<file path="src/rtl/dbgctl_pkg.sv">
package dbgctl_pkg;
  localparam int unsigned WORD_W = 8;
  // bit positions of the status/control word
  localparam int unsigned B_PERMIT = 7;
  localparam int unsigned B_HALTED = 6;
  localparam int unsigned B_BPEN   = 5;
  localparam int unsigned B_FTAG   = 4;
  localparam int unsigned B_CLKSEL = 3;
  localparam int unsigned B_WAIT   = 2;
  localparam int unsigned B_SFAIL  = 1;
  localparam int unsigned B_DVFAIL = 0;
  localparam int unsigned NSTAT    = 4;

  typedef struct packed {
    logic permit;
    logic bpen;
    logic ftag;
    logic clksel;
  } ctl_bits_t;

  // status vector order: halted, wait, stop-fail, data-valid fail
  typedef logic [NSTAT-1:0] stat_vec_t;

  function automatic logic [WORD_W-1:0] pack_word(ctl_bits_t c, stat_vec_t s);
    logic [WORD_W-1:0] w;
    w           = '0;
    w[B_PERMIT] = c.permit;
    w[B_HALTED] = s[3];
    w[B_BPEN]   = c.bpen;
    w[B_FTAG]   = c.ftag;
    w[B_CLKSEL] = c.clksel;
    w[B_WAIT]   = s[2];
    w[B_SFAIL]  = s[1];
    w[B_DVFAIL] = s[0];
    return w;
  endfunction
endpackage

</file>
<file path="src/rtl/dbgctl_status_cap.sv">
module dbgctl_status_cap
  import dbgctl_pkg::*;
#(
  parameter int unsigned         N        = NSTAT,
  parameter logic [NSTAT-1:0]    HALT_IMG = 4'b1000
) (
  input  logic         clk_i,
  input  logic         rst_norm_i,
  input  logic         rst_halt_i,
  input  logic [N-1:0] core_i,
  output logic [N-1:0] stat_o
);
  logic [N-1:0] stat_q;

  for (genvar g = 0; g < N; g++) begin : g_bit
    always_ff @(posedge clk_i) begin
      if (rst_norm_i)      stat_q[g] <= 1'b0;
      else if (rst_halt_i) stat_q[g] <= HALT_IMG[g];
      else                 stat_q[g] <= core_i[g];
    end
  end

  assign stat_o = stat_q;

  p_track_core_r3: assert property (@(posedge clk_i)
    disable iff (rst_norm_i || rst_halt_i)
    1'b1 |=> (stat_q == $past(core_i)))
    else $error("status bits did not follow core inputs");
endmodule

</file>
<file path="src/rtl/dbgctl_ctrl_bits.sv">
module dbgctl_ctrl_bits
  import dbgctl_pkg::*;
(
  input  logic              clk_i,
  input  logic              rst_norm_i,
  input  logic              rst_halt_i,
  input  logic              halted_q_i,
  input  logic              wr_i,
  input  logic [WORD_W-1:0] wdata_i,
  output ctl_bits_t         ctl_o
);
  ctl_bits_t ctl_q, ctl_d;
  logic      permit_set;

  // permit bit can only be set, and only when not halted
  assign permit_set = wr_i && wdata_i[B_PERMIT] && !halted_q_i;

  always_comb begin
    ctl_d        = ctl_q;
    ctl_d.permit = ctl_q.permit | permit_set;
    if (wr_i) begin
      ctl_d.bpen   = wdata_i[B_BPEN];
      ctl_d.ftag   = wdata_i[B_FTAG];
      ctl_d.clksel = wdata_i[B_CLKSEL];
    end
  end

  always_ff @(posedge clk_i) begin
    if (rst_norm_i)      ctl_q <= '{permit: 1'b0, bpen: 1'b0, ftag: 1'b0, clksel: 1'b0};
    else if (rst_halt_i) ctl_q <= '{permit: 1'b1, bpen: 1'b0, ftag: 1'b0, clksel: 1'b1};
    else                 ctl_q <= ctl_d;
  end

  assign ctl_o = ctl_q;

  p_permit_sticky_r5: assert property (@(posedge clk_i)
    disable iff (rst_norm_i)
    ctl_q.permit |=> ctl_q.permit)
    else $error("permit bit cleared outside normal reset");

  p_permit_lock_r6: assert property (@(posedge clk_i)
    disable iff (rst_norm_i || rst_halt_i)
    (wr_i && halted_q_i && !ctl_q.permit) |=> !ctl_q.permit)
    else $error("permit bit written while halted");

  p_clksel_write_r7: assert property (@(posedge clk_i)
    disable iff (rst_norm_i || rst_halt_i)
    wr_i |=> (ctl_q.clksel == $past(wdata_i[B_CLKSEL])))
    else $error("clock select not loaded by write");
endmodule

</file>
<file path="src/rtl/dbgctl_match_reg.sv">
module dbgctl_match_reg #(
  parameter int unsigned AW = 16
) (
  input  logic          clk_i,
  input  logic          rst_any_i,
  input  logic          wr_i,
  input  logic [AW-1:0] wdata_i,
  output logic [AW-1:0] addr_o
);
  logic [AW-1:0] addr_q;

  always_ff @(posedge clk_i) begin
    if (rst_any_i) addr_q <= '0;
    else if (wr_i) addr_q <= wdata_i;
  end

  assign addr_o = addr_q;

  p_match_load_r9: assert property (@(posedge clk_i)
    disable iff (rst_any_i)
    wr_i |=> (addr_q == $past(wdata_i)))
    else $error("match address not loaded");
endmodule

</file>
<file path="src/rtl/dbgctl_regs.sv">
module dbgctl_regs
  import dbgctl_pkg::*;
#(
  parameter int unsigned AW = 16
) (
  input  logic              clk_i,
  input  logic              rst_norm_i,
  input  logic              rst_halt_i,
  input  logic              core_halted_i,
  input  logic              core_wait_i,
  input  logic              core_stopfail_i,
  input  logic              core_dvfail_i,
  input  logic              ctl_wr_i,
  input  logic [WORD_W-1:0] ctl_wdata_i,
  input  logic              stat_rd_i,
  output logic [WORD_W-1:0] stat_rdata_o,
  input  logic              bp_wr_i,
  input  logic [AW-1:0]     bp_wdata_i,
  input  logic              bp_rd_i,
  output logic [AW-1:0]     bp_rdata_o,
  output logic              halt_permit_o,
  output logic              bp_enable_o,
  output logic              force_tag_o,
  output logic              clk_sel_o,
  output logic [AW-1:0]     bp_addr_o
);
  stat_vec_t         core_vec, stat_vec;
  ctl_bits_t         ctl;
  logic [WORD_W-1:0] word;
  logic [AW-1:0]     match;

  assign core_vec = {core_halted_i, core_wait_i, core_stopfail_i, core_dvfail_i};

  dbgctl_status_cap #(.N(NSTAT), .HALT_IMG(4'b1000)) u_stat (
    .clk_i      (clk_i),
    .rst_norm_i (rst_norm_i),
    .rst_halt_i (rst_halt_i),
    .core_i     (core_vec),
    .stat_o     (stat_vec)
  );

  dbgctl_ctrl_bits u_ctl (
    .clk_i      (clk_i),
    .rst_norm_i (rst_norm_i),
    .rst_halt_i (rst_halt_i),
    .halted_q_i (stat_vec[3]),
    .wr_i       (ctl_wr_i),
    .wdata_i    (ctl_wdata_i),
    .ctl_o      (ctl)
  );

  dbgctl_match_reg #(.AW(AW)) u_match (
    .clk_i     (clk_i),
    .rst_any_i (rst_norm_i || rst_halt_i),
    .wr_i      (bp_wr_i),
    .wdata_i   (bp_wdata_i),
    .addr_o    (match)
  );

  assign word          = pack_word(ctl, stat_vec);
  assign stat_rdata_o  = stat_rd_i ? word  : '0;
  assign bp_rdata_o    = bp_rd_i   ? match : '0;
  assign halt_permit_o = ctl.permit;
  assign bp_enable_o   = ctl.bpen;
  assign force_tag_o   = ctl.ftag;
  assign clk_sel_o     = ctl.clksel;
  assign bp_addr_o     = match;
endmodule

</file>
<file path="config.mk">
export PLATFORM = sky130hd
export DESIGN_NAME = dbgctl_regs
export DESIGN_NICKNAME = d
export VERILOG_FILES = /design/src/rtl/dbgctl_pkg.sv /design/src/rtl/dbgctl_status_cap.sv /design/src/rtl/dbgctl_ctrl_bits.sv /design/src/rtl/dbgctl_match_reg.sv /design/src/rtl/dbgctl_regs.sv
export SDC_FILE = /design/constraint.sdc
export NUM_CORES = 1
export LEC_CHECK = 0
export ABC_CLOCK_PERIOD_IN_PS = 2100
export BUFFER_PORTS_ARGS = -buffer_cell sky130_fd_sc_hd__buf_4
export CORE_UTILIZATION = 40
export DETAILED_ROUTE_END_ITERATION = 8
export PLACE_DENSITY = 0.8
export SYNTH_ARGS = -nofsm -noshare
export SYNTH_HDL_FRONTEND = slang
export SYNTH_SLANG_ARGS = --single-unit
</file>
<file path="constraint.sdc">
create_clock -name clk_i -period 2.1 [get_ports clk_i]
set_input_delay 0.42 -clock clk_i [delete_from_list [all_inputs] [get_ports clk_i]]
set_output_delay 0.42 -clock clk_i [all_outputs]
set_load 0.01 [all_outputs]
</file>
# ---- Yosys cells after proc, flatten, opt, wreduce, memory -nomap -nowiden
# Index checks and enable logic that the tools add are counted.
dict set report word_totals {
  reg_bits 24
  inputBits 35
}
dict set report classes {
  n_reduce_logical 6
  mux 5
  n_bitwise 1
}
# operator n
set ops {}
lappend ops {{$mux 16} 1}
lappend ops {{$mux 8} 1}
lappend ops {{$mux 4} 1}
lappend ops {{$mux 3} 1}
lappend ops {{$logic_and 1x1->1} 2}
lappend ops {{$reduce_bool 2->1} 1}
lappend ops {{$reduce_or 2->1} 1}
lappend ops {{$logic_not 1->1} 1}
lappend ops {{$logic_or 1x1->1} 1}
lappend ops {{$mux 1} 1}
lappend ops {{$or 1x1->1} 1}

# ---- Depth between registers and ports, before layout
dict set report logic_depth {
  word_depth 4
  depth_mapped 4
  ltp_nobuf 2
}

# ---- By module
# From an unflattened synthesis, not the netlist that was laid out.
dict set report hier_totals {
  cells_unflattened 100
  area_unflattened_um2 1021.0
}
# module seq_area_each_um2 n_inst cells_per_inst area_per_inst_um2
set by_module_without_submodules {}
lappend by_module_without_submodules {dbgctl_match_reg 320.3 1 52 580.6}
lappend by_module_without_submodules {dbgctl_regs 0.0 1 26 182.7}
lappend by_module_without_submodules {dbgctl_ctrl_bits 80.1 1 14 145.1}
lappend by_module_without_submodules {dbgctl_status_cap 80.1 1 8 112.6}

# ---- Least setup slack after synthesis
# OpenSTA, ideal clock, no wires.
dict set report synth_timing {
  kind {input -> output}
  startpoint {input port bp_rd_i}
  endpoint {output port bp_rdata_o[10]}
  required_time_ps 1680
  slack_ps 892
  stages 2
  n_path_buf 1
  arrival_time_ps 788
  path_cell_list {clkbuf_1 > and2_1}
}
dict set report synth_between {
  elab_chain_len 1
}
# element line
set synth_rtl {}
lappend synth_rtl {{start, declared} dbgctl_regs.sv:19} ;# input logic bp_rd_i,
lappend synth_rtl {{$mux 16} dbgctl_regs.sv:62} ;# assign bp_rdata_o = bp_rd_i ? match : '0;
lappend synth_rtl {{end, declared} dbgctl_regs.sv:20} ;# output logic [AW-1:0] bp_rdata_o,
# No other way between the ends.

# ---- Worst setup path in the final report
dict set report layout_timing {
  startpoint {register u_match.addr_q[3] (netlist: u_match.addr_o[3])}
  endpoint {output port bp_rdata_o[3]}
}
dict set report layout_between {
  elab_chain_len 1
}
# element line
set layout_rtl {}
lappend layout_rtl {{start, declared} dbgctl_match_reg.sv:10} ;# logic [AW-1:0] addr_q;
lappend layout_rtl {{start signal, assigned} dbgctl_match_reg.sv:14} ;# else if (wr_i) addr_q <= wdata_i;
lappend layout_rtl {{$mux 16} dbgctl_regs.sv:62}
# No other way between the ends.

==> flow_metrics.env <==
export IMPL_die_w_um=52.0
export IMPL_clock_latency_ns=0.30
export IMPL_avgSynthCellArea_um2=9.79
export IMPL_ir_worst_vdd_mv=0.382
export IMPL_wl_um=2290
export IMPL_place_congestion=0.663
export IMPL_numPortBuffers=74
export IMPL_die_h_um=52.0
export IMPL_stdcell_area_um2=1560
export IMPL_cts_root_buf="clkbuf_4"
export IMPL_grt_overflow=0
export IMPL_crit_chain="and2_1, buf_4"
export IMPL_rrSetupSlack_ns=1.42
export IMPL_grt_usage=0.174
export IMPL_min_period_over_period=0.654
export IMPL_pin_count=79
export IMPL_drt_initial_drc_count=8
export IMPL_clk_pin_slew_ns=0.12
export IMPL_worst_endpoint_required_ns=1.68
export IMPL_layout_drive_gt1_share=0.443
export IMPL_clock_skew_ns=0.000143
export IMPL_cp_max_fo=3
export IMPL_viasPerCell=4.61
export IMPL_min_path_cells=2
export IMPL_final_nets=211
export IMPL_hp_start="rst_norm_i"
export IMPL_grt_max_degree=19
export IMPL_grt_pass1_wl_um=3460
export IMPL_slowest_delay_ns=0.39
export IMPL_cts_made_buffers=3
export IMPL_period_minus_slack_ns=1.37
export IMPL_clockBufferDepth=2
export IMPL_cts_max_level=1
export IMPL_tightest_slew_ns=0.601
export IMPL_cellPowerDensity_nw_per_um2=531
export IMPL_cts_sinks=24
export IMPL_timing_hold_ws_ns=0.290
export IMPL_worst_r2r_endpoint="u_ctl.ctl_o[3]"
export IMPL_dpl_cell_area_um2=1540
export IMPL_synth_nets=137
export IMPL_slew_viol_final=0
export IMPL_num_rows=17
export IMPL_p_leak_nw=0.823
export IMPL_hold_class="in -> reg"
export IMPL_die_area_um2=2700
export IMPL_dr_total_vias=931
export IMPL_crit_arrival_ns=0.95
export IMPL_cts_tree="built"
export IMPL_antenna_found_initial=0
export IMPL_cts_resized=0
export IMPL_syn_to_final_growth_pct=56.5
export IMPL_drtPass1Iterations=4
export IMPL_final_cells=202
export IMPL_antennaDiodeCount=0
export IMPL_synth_cells=102
export IMPL_yosys_register_bits=24
export IMPL_fin_tns_setup_ns=0
export IMPL_grt_pass1_vias=814
export IMPL_slew_headroom=0.599
export IMPL_min_to="u_ctl.ctl_o[3]"
export IMPL_max_cap_violations=0
export IMPL_utilization=0.687
export IMPL_outcome="complete, no violations"
export IMPL_ys_warn_count=0
export IMPL_wire_per_inst_um=11.3
export IMPL_crit_type="reg -> out"
export IMPL_ant_nets=0
export IMPL_finalSetupViolCount=0
export IMPL_hold_buffers=0
export IMPL_start_kind="flip-flop"
export IMPL_synth_distinct_cells=12
export IMPL_rsz0062_at_grt="false"
export IMPL_fmax_mhz=728
export IMPL_start_util=0.439
export IMPL_placedCellCount=199
export IMPL_coreArea_um2=2280
export IMPL_crit_path_end_kind="output pin"
export IMPL_slowest_stage="dfxtp_1"
export IMPL_hold_viol=0
export IMPL_syn_area_um2=998
export IMPL_dp_hpwl_um=1740
export IMPL_reg2reg_from="u_stat.stat_o[3]"
export IMPL_ys_seq_area_frac=0.481
export IMPL_post_cts_setup_buffer_count=0
export IMPL_fillerInstances=197
export IMPL_r2r_cells=2
export IMPL_route_detailed_drc=0
## cells in the mapped netlist
cell	count	area, um^2
or2_1	1	6.26
dfxtp_1	24	480
buf_6	2	22.5
buf_8	1	15.0
buf_4	1	7.51
nor2_1	22	82.6
clkbuf_1	1	3.75
nand3b_1	1	7.51
mux2i_1	19	190
a21oi_1	2	10.0
inv_1	1	3.75
and2_1	27	169
## kinds of logic (layout without fill, tap and decap cells)
family	count (synthesis)	after routing	share of synthesized area
compound gates	2	2	0.0100
flops	24	24	0.481
mux	19	19	0.190
simple gates	51	51	0.266
buf+inv	6	78	0.0526
## worst max-delay path: cells and delay by family, from the launching register on
family	cells	cell delay, ns
buffers and inverters	1	0.11
DFF	1	0.39
and+or+nand+nor	1	0.15
## where the power goes
part | internal (W) | switching (W) | total, W
Sequential | 0.000473 | 0.0000109 | 0.000484
Combinational | 0.0000923 | 0.0000626 | 0.000155
Clock | 0.0000669 | 0.000125 | 0.000192
## state kept, by name (all words and copies together) (netlist names)
signal / cells
u_ctl.ctl_o: 4
u_match.addr_o: 16
u_stat.stat_o: 4
## layout by cell type (no fill, tap or decap)
cell / instances
mux2i_1: 19
nand3b_1: 1
clkbuf_4: 3
inv_1: 1
a21oi_1: 2
dfxtp_1: 24
buf_4: 74
or2_1: 1
nor2_1: 22
and2_1: 27
## final cells by class
| cell class | instances | area [um^2] | share of cell area |
|---|---|---|---|
| clock buffer | 3 | 22.5 | 0.0144 |
| inverter | 1 | 3.75 | 0.00240 |
| multi-input combinational | 72 | 465 | 0.298 |
| sequential | 24 | 480 | 0.307 |
| tap | 28 | 35.0 | 0.0224 |
| timing repair buffer | 74 | 556 | 0.355 |
## per-stage QoR
step / power [W] / worst slack (ns)
2_1_floorplan: 0.000564 / 0.892
3_3_place_gp: 0.000647 / 0.812
3_5_place_dp: 0.000651 / 0.775
4_1_cts: 0.000842 / 0.707
5_1_grt: 0.000873 / 0.674
6_report: 0.000830 / 0.726
## worst max path at each step
stage	from	to	slack, ns
after floorplan	bp_rd_i	bp_rdata_o[10]	0.89
after global placement	bp_rd_i	bp_rdata_o[15]	0.81
after detailed placement	rst_norm_i	u_match.addr_o[6]	0.78
after CTS	u_match.addr_o[3]	bp_rdata_o[3]	0.71
after global routing	u_match.addr_o[3]	bp_rdata_o[3]	0.67
final	u_match.addr_o[3]	bp_rdata_o[3]	0.73
## routing by layer
layer  GRT usage  routed length [um]
met1       0.181                 947
met2       0.325                1110
met3      0.0380                 210
met4      0.0811                  17
met5           0                   0
(Power assumes the default switching activity.)
